File: src/rtl/bldc_pkg.sv
// Shared types and the position decode for the commutation block.
// Assumes hall[2] is the first sensor and enable bit 0 is phase A.
package bldc_pkg;

    localparam int PHASES = 3;

    typedef struct packed {
        logic [PHASES-1:0] src;   // high-side selection, one-hot or zero
        logic [PHASES-1:0] snk;   // low-side selection, one-hot or zero
    } drive_t;

    // Forward position map; the two invalid codes select nothing.
    function automatic drive_t decode_fwd(input logic [PHASES-1:0] code);
        drive_t d;
        d = '0;
        case (code)
            3'b110: begin d.src = 3'b100; d.snk = 3'b010; end
            3'b100: begin d.src = 3'b100; d.snk = 3'b001; end
            3'b101: begin d.src = 3'b010; d.snk = 3'b001; end
            3'b001: begin d.src = 3'b010; d.snk = 3'b100; end
            3'b011: begin d.src = 3'b001; d.snk = 3'b100; end
            3'b010: begin d.src = 3'b001; d.snk = 3'b010; end
            default: d = '0;
        endcase
        return d;
    endfunction

endpackage

File: src/rtl/bldc_dir_latch.sv
// Holds the motor direction. Takes the request only while stopped so the
// rotation sense cannot flip under a spinning motor. Reset gives forward.
module bldc_dir_latch (
    input  logic clk,
    input  logic rst_n,
    input  logic stop_req,
    input  logic dir_req,
    output logic dir_q
);

    // Update the held direction only in stop mode.
    always_ff @(posedge clk) begin
        if (!rst_n)        dir_q <= 1'b0;
        else if (stop_req) dir_q <= dir_req;
    end

endmodule

File: src/rtl/bldc_hall_decoder.sv
// Combinational position decode. Reverse direction reuses the forward map
// on the complemented Hall code. Assumes hall is already synchronised.
module bldc_hall_decoder
    import bldc_pkg::*;
(
    input  logic [PHASES-1:0] hall,
    input  logic              dir_q,
    output drive_t            drv
);

    logic [PHASES-1:0] code;

    // Fold direction into the code, then look up the phase pair.
    always_comb begin
        code = dir_q ? ~hall : hall;
        drv  = decode_fwd(code);
    end

endmodule

File: src/rtl/bldc_pwm_chopper.sv
// Low-side chop gate: on while the carrier is below the duty command,
// cut at once by overcurrent and held off until the carrier wraps to 0.
// Assumes the carrier counts up and wraps through 0 every period.
module bldc_pwm_chopper #(
    parameter int DUTY_W = 8
) (
    input  logic              clk,
    input  logic              rst_n,
    input  logic [DUTY_W-1:0] duty,
    input  logic [DUTY_W-1:0] carrier,
    input  logic              oc_flag,
    output logic              sink_ok
);

    localparam logic [DUTY_W-1:0] WRAP = '0;

    logic oc_block;
    logic at_wrap;

    // Remember an overcurrent event until the next period starts.
    always_ff @(posedge clk) begin
        if (!rst_n)            oc_block <= 1'b0;
        else if (oc_flag)      oc_block <= 1'b1;
        else if (at_wrap)      oc_block <= 1'b0;
    end

    // Gate the sink from duty compare and the overcurrent state.
    always_comb begin
        at_wrap = (carrier == WRAP);
        sink_ok = (carrier < duty) && !oc_flag && (!oc_block || at_wrap);
    end

endmodule

File: src/rtl/bldc_commutator.sv
// Top of the commutation and PWM gate. Combines direction latch, position
// decode and chopper, then registers the six switch enables.
// Assumes all inputs are synchronous to clk.
module bldc_commutator
    import bldc_pkg::*;
#(
    parameter int DUTY_W = 8
) (
    input  logic              clk,
    input  logic              rst_n,
    input  logic [2:0]        hall,
    input  logic              dir_req,
    input  logic              stop_req,
    input  logic [DUTY_W-1:0] duty,
    input  logic [DUTY_W-1:0] carrier,
    input  logic              oc_flag,
    output logic [2:0]        hs_en,
    output logic [2:0]        ls_en
);

    logic   dir_q;
    drive_t drv;
    logic   sink_ok;

    bldc_dir_latch i_dir (
        .clk      (clk),
        .rst_n    (rst_n),
        .stop_req (stop_req),
        .dir_req  (dir_req),
        .dir_q    (dir_q)
    );

    bldc_hall_decoder i_dec (
        .hall  (hall),
        .dir_q (dir_q),
        .drv   (drv)
    );

    bldc_pwm_chopper #(.DUTY_W(DUTY_W)) i_pwm (
        .clk     (clk),
        .rst_n   (rst_n),
        .duty    (duty),
        .carrier (carrier),
        .oc_flag (oc_flag),
        .sink_ok (sink_ok)
    );

    // Register the enables; stop forces all switches off.
    always_ff @(posedge clk) begin
        if (!rst_n || stop_req) begin
            hs_en <= '0;
            ls_en <= '0;
        end else begin
            hs_en <= drv.src;
            ls_en <= sink_ok ? drv.snk : '0;
        end
    end

endmodule

File: config.mk
export PLATFORM = sky130hd
export DESIGN_NAME = bldc_commutator
export DESIGN_NICKNAME = d
export VERILOG_FILES = /design/src/rtl/bldc_pkg.sv /design/src/rtl/bldc_dir_latch.sv /design/src/rtl/bldc_hall_decoder.sv /design/src/rtl/bldc_pwm_chopper.sv /design/src/rtl/bldc_commutator.sv
export SDC_FILE = /design/constraint.sdc
export NUM_CORES = 1
export LEC_CHECK = 0
export BUFFER_PORTS_ARGS = -buffer_cell sky130_fd_sc_hd__buf_2
export CAP_MARGIN = 10
export CELL_PAD_IN_SITES_DETAIL_PLACEMENT = 1
export CELL_PAD_IN_SITES_GLOBAL_PLACEMENT = 1
export CORE_ASPECT_RATIO = 1.1
export CORE_MARGIN = 10
export CORE_UTILIZATION = 30
export CTS_CLUSTER_SIZE = 8
export DETAILED_ROUTE_END_ITERATION = 6
export PLACE_DENSITY_LB_ADDON = 0.2
export SLEW_MARGIN = 30
export SYNTH_ARGS = -nofsm -noshare
export SYNTH_HDL_FRONTEND = slang
export SYNTH_SLANG_ARGS = --single-unit
File: constraint.sdc
create_clock -name clk -period 1.99 [get_ports clk]
set_input_delay 0.0995 -clock clk [delete_from_list [all_inputs] [get_ports clk]]
set_output_delay 0.0995 -clock clk [all_outputs]
set_load 0.02 [all_outputs]
==> results_dict.tcl, run 1 <==
set metrics [dict create \
    routed_via_density 4.99 \
    tightest_slew_ps 382 \
    place_area_um2 704 \
    cts_resized 0 \
    p_int_mw 0.280 \
    rsz0062_at_grt "false" \
    seqPwrFrac 0.444 \
    layout_min_cycle_time_ps 1040 \
    design_area_um2 727 \
    globalRouteOverflowTotal 0 \
    die_area_um2 3900 \
    drv_cap 0 \
    power.total_mw 0.383 \
    cp_data_arrival_time_ps 1210 \
    syn-num-nets 92 \
    r2r-start "i_dir.dir_q" \
    cts_tree "built" \
    synth_largest_area_cell "dfxtp_1" \
    fill_cells 231 \
    rrSetupSlack_ps 1010 \
    worstSkewPairLatency_ps 250 \
    seq_area_frac_synth 0.296 \
    use_met3 0.0546 \
    use_met1 0.0721 \
    fin_ws_ps 951 \
    powerDensity_nw_per_um2 527 \
    p_sw_mw 0.103 \
    fin_util 0.417 \
    maxSlewViolCount 0 \
    postCtsHoldBufs 0 \
    grt_max_degree 14 \
    p_clk_frac 0.321 \
    crit_path_max_fanout 3 \
    dp.cells 107 \
    cts.path.max_buffers 2 \
    finalSetupViolCount 0 \
    crit_required_ps 2160 \
    num_rows 16 \
    r2r_cells 3 \
    crit_family "simple AND/OR/NAND/NOR gates" \
    nets 125 \
    critPathCapture "ls_en[1]" \
    power.leakage_nw 0.355 \
    finalCritPeriodShare 0.522 \
    post-cts-setup-buffer-count 0 \
    antenna_found_initial 0 \
    worst_hold_slack_ps 99.5 \
    dr.first_iter.drc_count 6 \
    rr_endpoint "ls_en[1]" \
    synth_warnings 0 \
    worstPathCellList "buf_2 > inv_1 > ha_1 > or3b_1 > o2111ai_1 > a31oi_1 > nor3_1" \
    drcViolationCount 0 \
    gr-usage-met2 0.122 \
    cp-startpoint "duty[1]" \
    netlist_area_um2 541 \
    area_growth_pct 34.5 \
    max_freq_mhz 962 \
    netlist-cell-type-count 22 \
    outcome "complete, no violations" \
    worstPathBufferInverterCount 2 \
    synth_seq_cells 8 \
    routed_wl_mm 1.46 \
    netlist.area_leader.share 0.296 \
    p_sw_frac 0.269 \
    wl_per_cell_um 13.3 \
    top_usage_layer "met2" \
    clkSlewWorstSetupHoldPaths_ps 60 \
    hold_viol_final 0 \
    clockRootBuffer "clkbuf_4" \
    p_comb_frac 0.234 \
    cpPeakStageDelay_ps 340 \
    cts_made_buffers 3 \
    ioPinCount 30 \
    die_height_um 64.5 \
    grt_pass1_wl_mm 2.37 \
    ant_nets 0 \
    grt_pass1_vias 576 \
    vias 549 \
    first_pass_iters 3 \
    vdd_ir_drop_max_v 0.000151 \
    worstSetupPathType "in -> reg" \
    synth_area_per_cell_um2 8.86 \
    endpoint_kind "flip-flop" \
    tns_ps 0 \
    min_path_type "in -> reg" \
    netlist_instances 61 \
    portBuffers 29 \
    finalNonFillerCells 110 \
    drive_above_1_share 0.359 \
    clock_skew_ps 6.30 \
    n_antenna_cell 0 \
    start_util 0.310 \
    synth.area.top_cells "dfxtp_1 30%, ha_1 16%, a21oi_1 5.6%" \
    die_w_um 60.5 \
    relSlewSlack 0.745 \
    cp_slowest_cell "or3b_1" \
    crit_cells 7 \
    gp_congestion 0.681 \
    core-area_um2 1740 \
    h-tree-depth 1 \
    pre_cts_slack_ps 674 \
    cts_sinks 8 \
    grtUsageTotal 0.0796 \
    start_kind "input port" \
    post-dp-hpwl_mm 1.30 \
]
## worst register-to-register path, stage by stage, from the launching register on
cell and delay [ps]:
dfxtp_1 550, nor3b_1 100, a21oi_1 140, nor3_1 60
## per-layer routing
| metal | part of all wire | vias up |
|---|---|---|
| met2 | 0.47 | 21 |
| met1 | 0.39 | 241 |
| met4 | 0.023 | 0 |
| met5 | 0 | - |
| met3 | 0.11 | 4 |
| li1 | - | 283 |
## cell families (layout without fill, tap and decap cells)
family                     after synthesis  in the layout  share of synthesized area
AOI/OAI and AO/OA                       14             14                      0.199
and+or+nand+nor                         22             22                      0.262
adders and majority gates                7              7                      0.162
DFF                                      8              8                      0.296
buffers and inverters                    9             40                     0.0625
muxes                                    1              1                     0.0185
## worst min path at each step
stage	startpoint	cells after the start	end	slack, ps
3_5_place_dp	rst_n	2	i_dir.dir_q	380
6_report	rst_n	2	i_dir.dir_q	100
5_1_grt	rst_n	2	i_dir.dir_q	100
2_1_floorplan	rst_n	1	i_dir.dir_q	230
4_1_cts	rst_n	2	i_dir.dir_q	100
3_3_place_gp	rst_n	2	i_dir.dir_q	370
## registers in the layout, summed over array words and instances, names as in the netlist
register        count
hs_en               3
ls_en               3
i_pwm.oc_block      1
i_dir.dir_q         1
## area by class of cell
class,instances,area (µm²),area share
repair buffers,29,145,0.200
inverters,8,30.0,0.0413
flip-flops and latches,8,160,0.220
well taps,18,22.5,0.0310
multi-input cells,44,347,0.477
clock buffers,3,22.5,0.0310
## power groups by stage
stage	clock (mW)	combinational (mW)	sequential [mW]
2_1_floorplan	0	0.0496	0.174
3_3_place_gp	0	0.0894	0.173
3_5_place_dp	0	0.0915	0.173
4_1_cts	0.130	0.0919	0.170
5_1_grt	0.143	0.103	0.171
6_report	0.123	0.0898	0.170
## synthesized netlist by cell type
| cell type | instances |
|---|---|
| mux2i_1 | 1 |
| or3b_1 | 1 |
| dfxtp_1 | 8 |
| o211ai_1 | 1 |
| nor3b_1 | 3 |
| nor3_1 | 3 |
| a21boi_0 | 1 |
| a31oi_1 | 1 |
| o2111ai_1 | 1 |
| nand2b_1 | 4 |
| o21ai_1 | 1 |
| nor2b_1 | 4 |
| o21a_1 | 1 |
| nand3b_1 | 3 |
| or4_1 | 2 |
| a211oi_1 | 1 |
| ha_1 | 7 |
| clkbuf_1 | 1 |
| a21oi_1 | 6 |
| a2111oi_4 | 1 |
| inv_1 | 8 |
| nand2_1 | 2 |
## placed cells by master, fill, tap and decap left out, types with 3 or more instances in the layout
master and count:
nor3b_1 3, ha_1 7, nand2b_1 4, buf_2 29
dfxtp_1 8, clkbuf_4 3, nand3b_1 3, a21oi_1 6
nor2b_1 4, nor3_1 3, inv_1 8
Note: power is estimated with default switching activity, not from simulation.
==> run 2: changes to the inputs <==
- CORE_UTILIZATION: 30 -> 26
- clock period: 1.99 -> 0.9 ns (I/O delays scaled with it)
==> results_dict.tcl, run 2 (synthesized netlist as in run 1, its figures left out) <==
set metrics [dict create \
    gp_congestion 0.671 \
    area_growth_pct 81.0 \
    first_pass_iters 2 \
    r2r-start "i_dir.dir_q" \
    cp-startpoint "carrier[4]" \
    clockRootBuffer "clkbuf_4" \
    fin_util 0.489 \
    drv_cap 0 \
    cp_data_arrival_time_ps 1100 \
    violations "setup timing" \
    die_height_um 67.8 \
    tightest_slew_ps 274 \
    die_w_um 63.5 \
    n_antenna_cell 0 \
    antenna_found_initial 0 \
    ant_nets 0 \
    wl_per_cell_um 13.4 \
    worstSkewPairLatency_ps 260 \
    cts_sinks 8 \
    core-area_um2 2000 \
    nets 135 \
    globalRouteOverflowTotal 0 \
    regArea_um2 161 \
    crit_path_max_fanout 3 \
    top_usage_layer "met2" \
    use_met1 0.0805 \
    cts.path.max_buffers 2 \
    drive_above_1_share 0.618 \
    relSlewSlack 0.817 \
    fill_cells 265 \
    vias 593 \
    cts_tree "built" \
    postCtsHoldBufs 0 \
    finalCritPeriodShare 1.02 \
    rrSetupSlack_ps 50 \
    start_kind "input port" \
    die_area_um2 4300 \
    powerDensity_nw_per_um2 991 \
    start_util 0.270 \
    cts_made_buffers 3 \
    grtUsageTotal 0.0795 \
    portBuffers 29 \
    routed_wl_mm 1.75 \
    maxSlewViolCount 0 \
    rsz0062_at_grt "true" \
    critPathCapture "ls_en[1]" \
    outcome "finished, violations left" \
    grt_max_degree 8 \
    hold_viol_final 0 \
    clock_skew_ps 4.24 \
    multi_input_area_um2 474 \
    finalSetupViolCount 4 \
    top_regs "hs_en x3, ls_en x3" \
    routed_via_density 4.56 \
    layout_min_cycle_time_ps 920 \
    ioPinCount 30 \
    crit_required_ps 1080 \
    grt_pass1_vias 648 \
    r2r_cells 3 \
    tns_ps -51.4 \
    finalNonFillerCells 130 \
    mostFrequentLayoutCells "24 x buf_2, 9 x buf_4, 7 x dfxtp_1" \
    num_rows 17 \
    rr_endpoint "ls_en[1]" \
    drcViolationCount 0 \
    power.leakage_nw 0.434 \
    use_met3 0.0408 \
    fin_ws_ps -20.2 \
    final_common_cell "buf_2" \
    power.total_mw 0.969 \
    grt_pass1_wl_mm 2.75 \
    h-tree-depth 1 \
    min_path_type "in -> reg" \
    clkSlewWorstSetupHoldPaths_ps 50 \
    vdd_ir_drop_max_v 0.000786 \
    endpoint_kind "flip-flop" \
    dr.first_iter.drc_count 2 \
    post-dp-hpwl_mm 1.40 \
    gr-usage-met2 0.146 \
    worstSetupPathType "in -> reg" \
    max_freq_mhz 1090 \
    dp.cells 126 \
]
-- run 2: where the power goes --
group | switching (mW) | internal, mW
Clock | 0.123 | 0.153
Combinational | 0.141 | 0.176
Sequential | 0.00978 | 0.367
Total | 0.274 | 0.695
-- run 2: how the worst min path moves through the flow --
stage | start | end | slack (ps) | cells past startpoint
floorplan | rst_n | i_dir.dir_q | 170 | 1
global placement | dir_req | i_dir.dir_q | 300 | 3
detailed placement | dir_req | i_dir.dir_q | 320 | 3
CTS | dir_req | i_dir.dir_q | 50 | 3
global route | oc_flag | i_pwm.oc_block | 70 | 3
finish | dir_req | i_dir.dir_q | 50 | 3
-- run 2: area by class of cell --
| type | count | share of cell area |
|---|---|---|
| clock buffers | 3 | 0.0230 |
| inverters | 8 | 0.0307 |
| multi-input cells | 44 | 0.485 |
| flip-flops and latches | 8 | 0.165 |
| well taps | 28 | 0.0358 |
| repair buffers | 39 | 0.261 |
-- run 2: what timing repair did --
action                     CTS  global route
resized for setup           20             9
buffers inserted             1             0
setup endpoints to repair    3             7
pin swaps                   10             9
-- run 2: metal layers --
metal / routed length [µm] / vias to the layer above
met1: 705 / 270
met3: 107 / 2
li1: - / 303
met2: 921 / 18
met4: 11 / 0
met5: 0 / -
-- run 2: through the flow --
stage	area [µm²]	setup WS (ps)	hold WS, ps
after floorplan	553	-136	173
after global placement	797	-394	303
after detailed placement	797	-426	319
after CTS	941	-51.3	49.3
after global routing	978	-43.9	72.5
final	978	-20.2	51.7
-- run 2: critical path, cell delays in order --
cell	delay [ps]
buf_6	100
buf_6	110
ha_4	190
o21a_1	160
o211ai_1	250
a31oi_4	80
nor3_2	170
